==> src/rtl/abrt_pkg.sv <==
package abrt_pkg;
  localparam int NUM_CAUSE     = 17;
  localparam int CNT_W         = 9;
  localparam int REG_W         = 32;
  localparam int RSV_W         = REG_W - NUM_CAUSE - CNT_W;
  localparam int B_SBYTE_NORST = 9;
  localparam int B_ARB_LOST    = 12;
  localparam int B_SLV_LOST    = 14;
endpackage

==> src/rtl/abrt_rst_sync.sv <==
module abrt_rst_sync #(
  parameter int STAGES = 2
) (
  input  logic clk,
  input  logic rst_n,
  output logic rst_sync_n
);
  logic [STAGES-1:0] sync_q;

  always_ff @(posedge clk or negedge rst_n) begin
    if (!rst_n) sync_q <= '0;
    else        sync_q <= {sync_q[STAGES-2:0], 1'b1};
  end

  assign rst_sync_n = sync_q[STAGES-1];
endmodule

==> src/rtl/abrt_cause_bank.sv <==
module abrt_cause_bank #(
  parameter int N       = abrt_pkg::NUM_CAUSE,
  parameter int LVL_BIT = abrt_pkg::B_SBYTE_NORST
) (
  input  logic         clk,
  input  logic         rst_n,
  input  logic [N-1:0] set_i,
  input  logic         clr_i,
  input  logic         lvl_cond_i,
  output logic [N-1:0] cause_o
);
  for (genvar g = 0; g < N; g++) begin : g_bit
    if (g == LVL_BIT) begin : g_lvl
      // Level-qualified cause: a clear under a live condition re-arms it.
      logic q, q_nxt, pend, pend_nxt;

      always_comb begin
        q_nxt    = set_i[g] | (q & ~clr_i) | (pend & lvl_cond_i);
        pend_nxt = clr_i & q & lvl_cond_i & ~set_i[g];
      end

      always_ff @(posedge clk or negedge rst_n) begin
        if (!rst_n) begin
          q    <= 1'b0;
          pend <= 1'b0;
        end else begin
          q    <= q_nxt;
          pend <= pend_nxt;
        end
      end

      assign cause_o[g] = q;
    end else begin : g_std
      logic q, q_nxt, q_en;

      always_comb begin
        q_en  = set_i[g] | clr_i;
        q_nxt = set_i[g];
      end

      always_ff @(posedge clk or negedge rst_n) begin
        if (!rst_n)    q <= 1'b0;
        else if (q_en) q <= q_nxt;
      end

      assign cause_o[g] = q;
    end
  end
endmodule

==> src/rtl/abrt_flush_counter.sv <==
module abrt_flush_counter #(
  parameter int W = abrt_pkg::CNT_W
) (
  input  logic         clk,
  input  logic         rst_n,
  input  logic         en_i,
  input  logic         flush_i,
  output logic [W-1:0] cnt_o
);
  localparam logic [W-1:0] CNT_MAX = '1;

  logic [W-1:0] cnt_q, cnt_nxt;
  logic         cnt_en;

  always_comb begin
    cnt_en  = ~en_i | (flush_i & (cnt_q != CNT_MAX));
    cnt_nxt = en_i ? cnt_q + 1'b1 : '0;
  end

  always_ff @(posedge clk or negedge rst_n) begin
    if (!rst_n)      cnt_q <= '0;
    else if (cnt_en) cnt_q <= cnt_nxt;
  end

  assign cnt_o = cnt_q;
endmodule

==> src/rtl/i2c_abort_cause_reg.sv <==
module i2c_abort_cause_reg #(
  parameter int NUM_CAUSE = abrt_pkg::NUM_CAUSE,
  parameter int CNT_W     = abrt_pkg::CNT_W,
  parameter int REG_W     = abrt_pkg::REG_W
) (
  input  logic                 clk,
  input  logic                 rst_n,
  input  logic [NUM_CAUSE-1:0] evt_i,
  input  logic                 rd_clr_abrt_i,
  input  logic                 rd_clr_all_i,
  input  logic                 restart_en_i,
  input  logic                 special_i,
  input  logic                 gc_or_start_i,
  input  logic                 flush_i,
  input  logic                 ctrl_en_i,
  output logic [REG_W-1:0]     abrt_word_o,
  output logic                 tx_abrt_irq_o
);
  localparam int RSV_W = REG_W - NUM_CAUSE - CNT_W;

  logic                 rst_q_n;
  logic                 clr_any;
  logic                 lvl_cond;
  logic [NUM_CAUSE-1:0] set_vec;
  logic [NUM_CAUSE-1:0] cause;
  logic [CNT_W-1:0]     flush_cnt;

  abrt_rst_sync #(.STAGES(2)) u_rst (
    .clk        (clk),
    .rst_n      (rst_n),
    .rst_sync_n (rst_q_n)
  );

  always_comb begin
    clr_any  = rd_clr_abrt_i | rd_clr_all_i;
    lvl_cond = ~restart_en_i & special_i & gc_or_start_i;
    set_vec  = evt_i;
    // Slave bus loss always implies arbitration loss.
    set_vec[abrt_pkg::B_ARB_LOST] = evt_i[abrt_pkg::B_ARB_LOST] | evt_i[abrt_pkg::B_SLV_LOST];
  end

  abrt_cause_bank #(
    .N       (NUM_CAUSE),
    .LVL_BIT (abrt_pkg::B_SBYTE_NORST)
  ) u_bank (
    .clk        (clk),
    .rst_n      (rst_q_n),
    .set_i      (set_vec),
    .clr_i      (clr_any),
    .lvl_cond_i (lvl_cond),
    .cause_o    (cause)
  );

  abrt_flush_counter #(.W(CNT_W)) u_cnt (
    .clk     (clk),
    .rst_n   (rst_q_n),
    .en_i    (ctrl_en_i),
    .flush_i (flush_i),
    .cnt_o   (flush_cnt)
  );

  assign abrt_word_o   = {flush_cnt, {RSV_W{1'b0}}, cause};
  assign tx_abrt_irq_o = |cause;
endmodule

==> config.mk <==
export PLATFORM = sky130hd
export DESIGN_NAME = i2c_abort_cause_reg
export DESIGN_NICKNAME = d
export VERILOG_FILES = /design/src/rtl/abrt_pkg.sv /design/src/rtl/abrt_rst_sync.sv /design/src/rtl/abrt_cause_bank.sv /design/src/rtl/abrt_flush_counter.sv /design/src/rtl/i2c_abort_cause_reg.sv
export SDC_FILE = /design/constraint.sdc
export NUM_CORES = 1
export LEC_CHECK = 0
export ABC_AREA = 0
export CORE_MARGIN = 5
export CORE_UTILIZATION = 30
export CTS_BUF_LIST = sky130_fd_sc_hd__clkbuf_4 sky130_fd_sc_hd__clkbuf_8 sky130_fd_sc_hd__clkbuf_16
export DETAILED_ROUTE_END_ITERATION = 10
export SLEW_MARGIN = 20
export SYNTH_ARGS = -nofsm -noshare
export SYNTH_HDL_FRONTEND = slang
export SYNTH_HIERARCHICAL = 1
export SYNTH_SLANG_ARGS = --single-unit
==> constraint.sdc <==
create_clock -name clk -period 1.2 [get_ports clk]
set_input_delay 0.12 -clock clk [delete_from_list [all_inputs] [get_ports clk]]
set_output_delay 0.12 -clock clk [all_outputs]
set_load 0.02 [all_outputs]
==> results of run 1 <==
[cell families after synthesis]
family,count (synthesis),share of synthesized area
AND/OR/NAND/NOR,28,0.128
adder cells (fa/ha/maj),2,0.0183
buffers and inverters,28,0.151
flip-flops,29,0.530
multiplexers,2,0.0146
AO/OA/AOI/OAI,27,0.140
XOR/XNOR,2,0.0128
other,2,0.00549
[stage by stage]
step	power, mW	instance area, µm²	hold slack [ns]	instances	util
CTS	2.32	2230	0.251	248	0.509
finish	2.26	2180	0.236	249	0.497
floorplan	1.32	1430	-0.176	125	-
global route	2.38	2180	0.305	249	0.497
global placement	1.52	2080	0.242	237	0.475
detailed placement	1.53	2080	0.249	237	0.475
[worst paths after layout]
| check | start | slack, ns | to | cells after the start |
|---|---|---|---|---|
| min reg2reg | u_rst/sync_q[1]$_DFF_PN0_ | 0.24 | u_bank/g_bit[1].g_std.q$_DFFE_PN0P_ | 1 |
| max in group asynchronous | rst_n | 0.53 | u_rst/sync_q[0]$_DFF_PN0_ | 2 |
| min in group clk | u_rst/sync_q[0]$_DFF_PN0_ | 0.35 | u_rst/sync_q[1]$_DFF_PN0_ | 0 |
| min | u_rst/sync_q[1]$_DFF_PN0_ | 0.24 | u_bank/g_bit[1].g_std.q$_DFFE_PN0P_ | 1 |
| max reg2reg | u_cnt/cnt_o[0]$_DFFE_PN0P_ | -0.54 | u_cnt/cnt_o[5]$_DFFE_PN0P_ | 7 |
| max | u_cnt/cnt_o[0]$_DFFE_PN0P_ | -0.54 | u_cnt/cnt_o[5]$_DFFE_PN0P_ | 7 |
[cell usage after synthesis]
master / instances
sky130_fd_sc_hd__a21o_1: 11
sky130_fd_sc_hd__a21o_2: 5
sky130_fd_sc_hd__a21oi_1: 5
sky130_fd_sc_hd__a221o_1: 1
sky130_fd_sc_hd__and3b_1: 1
sky130_fd_sc_hd__and4b_1: 1
sky130_fd_sc_hd__buf_4: 23
sky130_fd_sc_hd__buf_6: 2
sky130_fd_sc_hd__clkinv_1: 1
sky130_fd_sc_hd__conb_1: 2
sky130_fd_sc_hd__dfrtp_1: 29
sky130_fd_sc_hd__ha_1: 2
sky130_fd_sc_hd__inv_1: 1
sky130_fd_sc_hd__inv_2: 1
sky130_fd_sc_hd__mux2i_1: 2
sky130_fd_sc_hd__nand2_1: 1
sky130_fd_sc_hd__nand2b_1: 1
sky130_fd_sc_hd__nand3_1: 3
sky130_fd_sc_hd__nand3b_1: 1
sky130_fd_sc_hd__nand4_1: 1
sky130_fd_sc_hd__nand4_2: 1
sky130_fd_sc_hd__nand4b_1: 1
sky130_fd_sc_hd__nor2_1: 6
sky130_fd_sc_hd__nor4_1: 3
sky130_fd_sc_hd__o21ai_0: 3
sky130_fd_sc_hd__o31ai_1: 2
sky130_fd_sc_hd__or2_2: 2
sky130_fd_sc_hd__or3_1: 2
sky130_fd_sc_hd__or3_2: 1
sky130_fd_sc_hd__or4_1: 3
sky130_fd_sc_hd__xor2_1: 2
[worst max-delay path, stage by stage (launching register included)]
cell                       delay, ns
sky130_fd_sc_hd__dfrtp_2        0.42
sky130_fd_sc_hd__ha_4           0.17
sky130_fd_sc_hd__nand3_2        0.07
sky130_fd_sc_hd__nor2_2         0.04
sky130_fd_sc_hd__ha_2           0.17
sky130_fd_sc_hd__nand2b_4       0.17
sky130_fd_sc_hd__or4_4          0.49
sky130_fd_sc_hd__a21oi_2        0.14
[layer usage]
metal  vias up  global-route usage  share of wire
li1        542                   -              -
met5         -                   0              0
met2        38               0.199           0.51
met3         4              0.0382          0.072
met4         0              0.0412         0.0096
met1       544               0.133           0.41
[flip-flops by register name (all words and copies together), names as in the netlist]
signal	count
u_bank/g_bit.g_lvl.pend	1
u_bank/g_bit.g_std.q	16
u_bank/g_bit.g_lvl.q	1
u_cnt/cnt_o	9
u_rst/sync_q	2
[power by group]
part | switching, mW | internal [mW]
Sequential | 0.0312 | 1.03
Combinational | 0.200 | 0.233
Clock | 0.346 | 0.423
[cell type report]
type | count | area (µm²)
clock inverter | 2 | 10.0
tap | 52 | 65.1
inverter | 3 | 11.3
sequential | 29 | 729
clock buffer | 6 | 76.3
multi-input combinational | 68 | 536
timing repair buffer | 89 | 752
fill | 407 | 2200
[timing repair]
| action | CTS | global route |
|---|---|---|
| endpoints found under the setup margin | 36 | 23 |
| buffers inserted | 2 | 2 |
| hold endpoints to repair | 2 | 0 |
| pin swaps | 9 | 6 |
| hold buffers | 1 | 0 |
| resized for setup | 88 | 20 |
==> results.cfg, run 1 <==
[outcome]
run_status = complete, but fails checks
failing_checks = negative setup slack

[critical_path]
worstPathRequired_ns = 1.39
critical_path.endpoint_type = flop
critical_path_class = flop to flop
worst-endpoint-arrival_ns = 1.93
startpoint_type_of_the_worst_setup_path = flop
critPathMaxFanout = 5

[die]
rows = 24
chipHeight_um = 77.5
num_io_pins = 59
fp.dieArea_um2 = 6010
horizontal_die_dimension_um = 77.5
initial_core_util = 0.312
core_region_area_um2 = 4380

[logic_synthesis]
yosysWarningCount = 6
synth_seq_area_share = 0.530
postSynthRegisterBits = 29
yosys.area.top_type = sky130_fd_sc_hd__dfrtp_1
syn_area_um2 = 1370
synth_area_per_cell_um2 = 11.4
synth_top_area_frac = 0.530
synth_cell_types = 31
post_synth_main_area_contributors = sky130_fd_sc_hd__dfrtp_1 53%, sky130_fd_sc_hd__buf_4 13%, sky130_fd_sc_hd__a21o_1 6.0%, sky130_fd_sc_hd__a21o_2 3.2%, sky130_fd_sc_hd__a21oi_1 1.8%
syn_inst = 120

[timing]
tns_ns = -4.07
fraction_of_the_cycle_the_final_worst_path_needs = 1.45
final.min_clock_period_ns = 1.74
rsz0062_at_grt = yes
layout_setup_ws_ns = -0.536
hold_viol_final = 0
fin_skew_ns = 0.00494
final-setup-viol-count = 10
fmaxAchievable_ghz = 0.576
final_max_slew_violation_count = 0

[routing]
routed_wirelength_um = 3440
first_drt_pass_iteration_count = 4
wl_per_cell_um = 13.8
detail_route.vias_per_cell = 4.53
routed-via-count = 1128
postRouteAntennaNets = 0
detailedRoute.firstIterationViolations = 44
remaining_design_rule_violation_count = 0

[final_layout]
design.final.nets = 224
final_common_cell = sky130_fd_sc_hd__buf_4
antenna_cells = 0
mostFrequentLayoutCells = 32 x sky130_fd_sc_hd__buf_4, 26 x sky130_fd_sc_hd__dfrtp_1, 25 x sky130_fd_sc_hd__clkdlybuf4s50_1, 11 x sky130_fd_sc_hd__buf_2, 11 x sky130_fd_sc_hd__a21o_1
share_of_post_route_cells_with_drive_strength_above_1 = 0.503
area_growth_from_synthesis_to_layout_pct = 59.2

[pwr]
power.ir.vdd_worst_v = 0.000603
cellLeakagePower_nw = 1.04
power.density_cell_area_nw_per_um2 = 1040

[placed_design]
detailedPlace.worstSlack_ns = -0.737
placement.io_buffers = 52
weighted_congestion_at_the_end_of_routability_driven_global_placement = 0.778
detailedPlacementHpwl_um = 2660

[global_routing]
antenna_violations_before_repair = 0
overall_track_demand_over_capacity_in_global_routing = 0.115
first_pass_grt_wire_length_um = 5580
first_global_vias = 1207
global_route.overflow_total = 0
grt_start_max_net_pins = 28

[clocking]
clk_root_buffer_cell = sky130_fd_sc_hd__clkbuf_8
cts_htree_levels = 2
cts-buffers-inserted = 5
clock_sink_count = 29
insertion_delay_ns = 0.27
cts_buffer_depth = 2
cts_tree = done
clk_transition_reported_paths_ns = 0.06

[min_path]
timing.hold.worst.class = flop to async pin

[run]
cap_violations = 0
(Power assumes the default switching activity.)
==> inputs of run 2 (changes only) <==
--- a/config.mk
+++ b/config.mk
@@ -5,11 +5,12 @@
 export SDC_FILE = /design/constraint.sdc
 export NUM_CORES = 1
 export LEC_CHECK = 0
-export ABC_AREA = 0
+export ABC_AREA = 1
 export CORE_MARGIN = 5
 export CORE_UTILIZATION = 30
 export CTS_BUF_LIST = sky130_fd_sc_hd__clkbuf_4 sky130_fd_sc_hd__clkbuf_8 sky130_fd_sc_hd__clkbuf_16
 export DETAILED_ROUTE_END_ITERATION = 10
+export PLACE_DENSITY = 0.69
 export SLEW_MARGIN = 20
 export SYNTH_ARGS = -nofsm -noshare
 export SYNTH_HDL_FRONTEND = slang
==> results.cfg, run 2 <==
[logic_synthesis]
postSynthRegisterBits = 29
yosys.area.top_type = sky130_fd_sc_hd__dfrtp_1
synth_area_per_cell_um2 = 8.22
synth-edff-count = 0
synth_cell_types = 20
post_synth_mux_area_share = 0
synthAdderAreaFrac = 0.0167
compound_gate_fraction_of_synth_area = 0.0368
synth.top_cells.by_count = 46 x sky130_fd_sc_hd__nand2_1, 29 x sky130_fd_sc_hd__dfrtp_1, 24 x sky130_fd_sc_hd__inv_1
synth_top_area_frac = 0.485
post_synth_main_area_contributors = sky130_fd_sc_hd__dfrtp_1 49%, sky130_fd_sc_hd__buf_4 12%, sky130_fd_sc_hd__nand2_1 12%, sky130_fd_sc_hd__inv_1 6.0%, sky130_fd_sc_hd__nor2_1 5.3%
yosysWarningCount = 6
ys_dominant_reg_cell = sky130_fd_sc_hd__dfrtp_1
synth_most_common_cell = sky130_fd_sc_hd__nand2_1
synth_seq_area_share = 0.485
synth_area_in_simple_gates = 0.256
syn_inst = 182
postSynth.asyncResetShare = 1.00
syn_area_um2 = 1500
synthXorXnorAreaFrac = 0
largest_family_of_logic_cells_by_synthesized_area = simple AND/OR/NAND/NOR gates

[clocking]
cts_tree = done
insertion_delay_ns = 0.28
cts_buffer_depth = 2
clk_root_buffer_cell = sky130_fd_sc_hd__clkbuf_8
clk_transition_reported_paths_ns = 0.06
cts-buffers-inserted = 5
cts_htree_levels = 2
clock_sink_count = 29

[timing]
fin_skew_ns = 0.00363
final.min_clock_period_ns = 1.55
layout_setup_ws_ns = -0.349
final_max_slew_violation_count = 0
rsz0062_at_grt = yes
hold_viol_final = 0
fraction_of_the_cycle_the_final_worst_path_needs = 1.29
worst_hold_slack_ns = 0.179
final-setup-viol-count = 10
fmaxAchievable_ghz = 0.645

[critical_path]
critical_path.endpoint_type = flop
worst-endpoint-arrival_ns = 1.76
critical_path_class = flop to flop
worst_r2r_path_depth = 13
worstPathRequired_ns = 1.41
startpoint_type_of_the_worst_setup_path = flop
critPathMaxFanout = 7

[global_routing]
first_global_vias = 1356
overall_track_demand_over_capacity_in_global_routing = 0.123
grt_start_max_net_pins = 19
global_route.overflow_total = 0
first_pass_grt_wire_length_um = 5990
antenna_violations_before_repair = 0

[placed_design]
detailedPlacementHpwl_um = 2710
placement.io_buffers = 52
weighted_congestion_at_the_end_of_routability_driven_global_placement = 0.806
numPlacedInstances = 317

[final_layout]
design.final.nets = 292
final-instance-count-excl-fill = 332
largest_register_ffs = 16
registers.top_by_ff_count = u_bank/g_bit.g_std.q
antenna_cells = 0
mostFrequentLayoutCells = 43 x sky130_fd_sc_hd__nand2_1, 41 x sky130_fd_sc_hd__buf_4, 25 x sky130_fd_sc_hd__clkdlybuf4s50_1, 24 x sky130_fd_sc_hd__dfrtp_1, 22 x sky130_fd_sc_hd__inv_1
area_growth_from_synthesis_to_layout_pct = 58.7
final_common_cell = sky130_fd_sc_hd__nand2_1
share_of_post_route_cells_with_drive_strength_above_1 = 0.415

[outcome]
run_status = complete, but fails checks
failing_checks = negative setup slack

[die]
num_io_pins = 59
initial_core_util = 0.312
rows = 25
horizontal_die_dimension_um = 80.6
chipHeight_um = 80.6
core_region_area_um2 = 4790
fp.dieArea_um2 = 6500

[pwr]
cellLeakagePower_nw = 1.19
report.power.total_mw = 2.37
power.ir.vdd_worst_v = 0.000681
power.density_cell_area_nw_per_um2 = 1000

[run]
cap_violations = 0

[routing]
wl_per_cell_um = 10.9
detailedRoute.firstIterationViolations = 44
first_drt_pass_iteration_count = 4
postRouteAntennaNets = 0
detail_route.vias_per_cell = 4.06
routed-via-count = 1348
remaining_design_rule_violation_count = 0
routed_wirelength_um = 3630

[min_path]
timing.hold.worst.class = flop to async pin
## run 2: layout make-up
class	count	area (µm²)
inverters	26	100
flip-flops and latches	29	732
clock buffers	8	97.6
multi-input cells	107	584
fillers	468	2410
well taps	67	83.8
repair buffers	95	774
## run 2: cell families (layout without fill, tap and decap cells)
family	after synthesis	count (layout)
AOI/OAI and AO/OA	11	11
adders and majority gates	2	2
buffers and inverters	51	129
DFF	29	29
other	2	7
and+or+nand+nor	87	87
## run 2: timing repair
action,4_1_cts,5_1_grt
resized for setup,81,23
setup endpoints to repair,36,22
pin swaps,12,8
buffers inserted,6,0
hold endpoints to repair,2,0
hold buffers,1,0
## run 2: final timing paths
| kind | from | endpoint | slack, ns |
|---|---|---|---|
| max | u_cnt/cnt_o[0]$_DFFE_PN0P_ | u_cnt/cnt_o[6]$_DFFE_PN0P_ | -0.35 |
| min | u_rst/sync_q[1]$_DFF_PN0_ | u_cnt/cnt_o[1]$_DFFE_PN0P_ | 0.18 |
| max reg2reg | u_cnt/cnt_o[0]$_DFFE_PN0P_ | u_cnt/cnt_o[6]$_DFFE_PN0P_ | -0.35 |
| min reg2reg | u_rst/sync_q[1]$_DFF_PN0_ | u_cnt/cnt_o[1]$_DFFE_PN0P_ | 0.18 |
| max in group asynchronous | rst_n | u_rst/sync_q[1]$_DFF_PN0_ | 0.53 |
| min in group clk | evt_i[8] | u_bank/g_bit[8].g_std.q$_DFFE_PN0P_ | 0.36 |
## run 2: per-stage QoR
stage / TNS [ns] / setup slack [ns] / util / cell area (µm²)
5_1_grt: -3.63 / -0.452 / 0.496 / 2370
3_5_place_dp: -3.39 / -0.356 / 0.472 / 2260
4_1_cts: -2.72 / -0.337 / 0.500 / 2390
2_1_floorplan: -3.11 / -0.381 / - / 1570
3_3_place_gp: -2.74 / -0.306 / 0.472 / 2260
6_report: -2.80 / -0.349 / 0.496 / 2370
## run 2: worst max-delay path: stages, from the launching register on
cell                      delay [ns]
sky130_fd_sc_hd__dfrtp_2        0.42
sky130_fd_sc_hd__ha_4           0.17
sky130_fd_sc_hd__nand2_2        0.06
sky130_fd_sc_hd__inv_2          0.04
sky130_fd_sc_hd__nand3_2        0.05
sky130_fd_sc_hd__nor2_2         0.04
sky130_fd_sc_hd__ha_2           0.16
sky130_fd_sc_hd__inv_2          0.06
sky130_fd_sc_hd__nand2_4        0.10
sky130_fd_sc_hd__inv_4          0.12
sky130_fd_sc_hd__nand3_4        0.08
sky130_fd_sc_hd__nand2_2        0.07
sky130_fd_sc_hd__nand2_1        0.04
sky130_fd_sc_hd__nor2_1         0.07
## run 2: where the power goes
group	internal [mW]	switching, mW	leakage (nW)
Sequential	1.03	0.0265	0.344
Clock	0.512	0.347	0.0523
Combinational	0.232	0.228	0.793
## run 2: metal layers
layer  global-route usage  routed length, µm  up-vias
li1                     -                  -      686
met1                0.136               1410      619
met3               0.0482                263        7
met2                0.211               1900       36
met5                    0                  0        -
met4               0.0456                 53        0
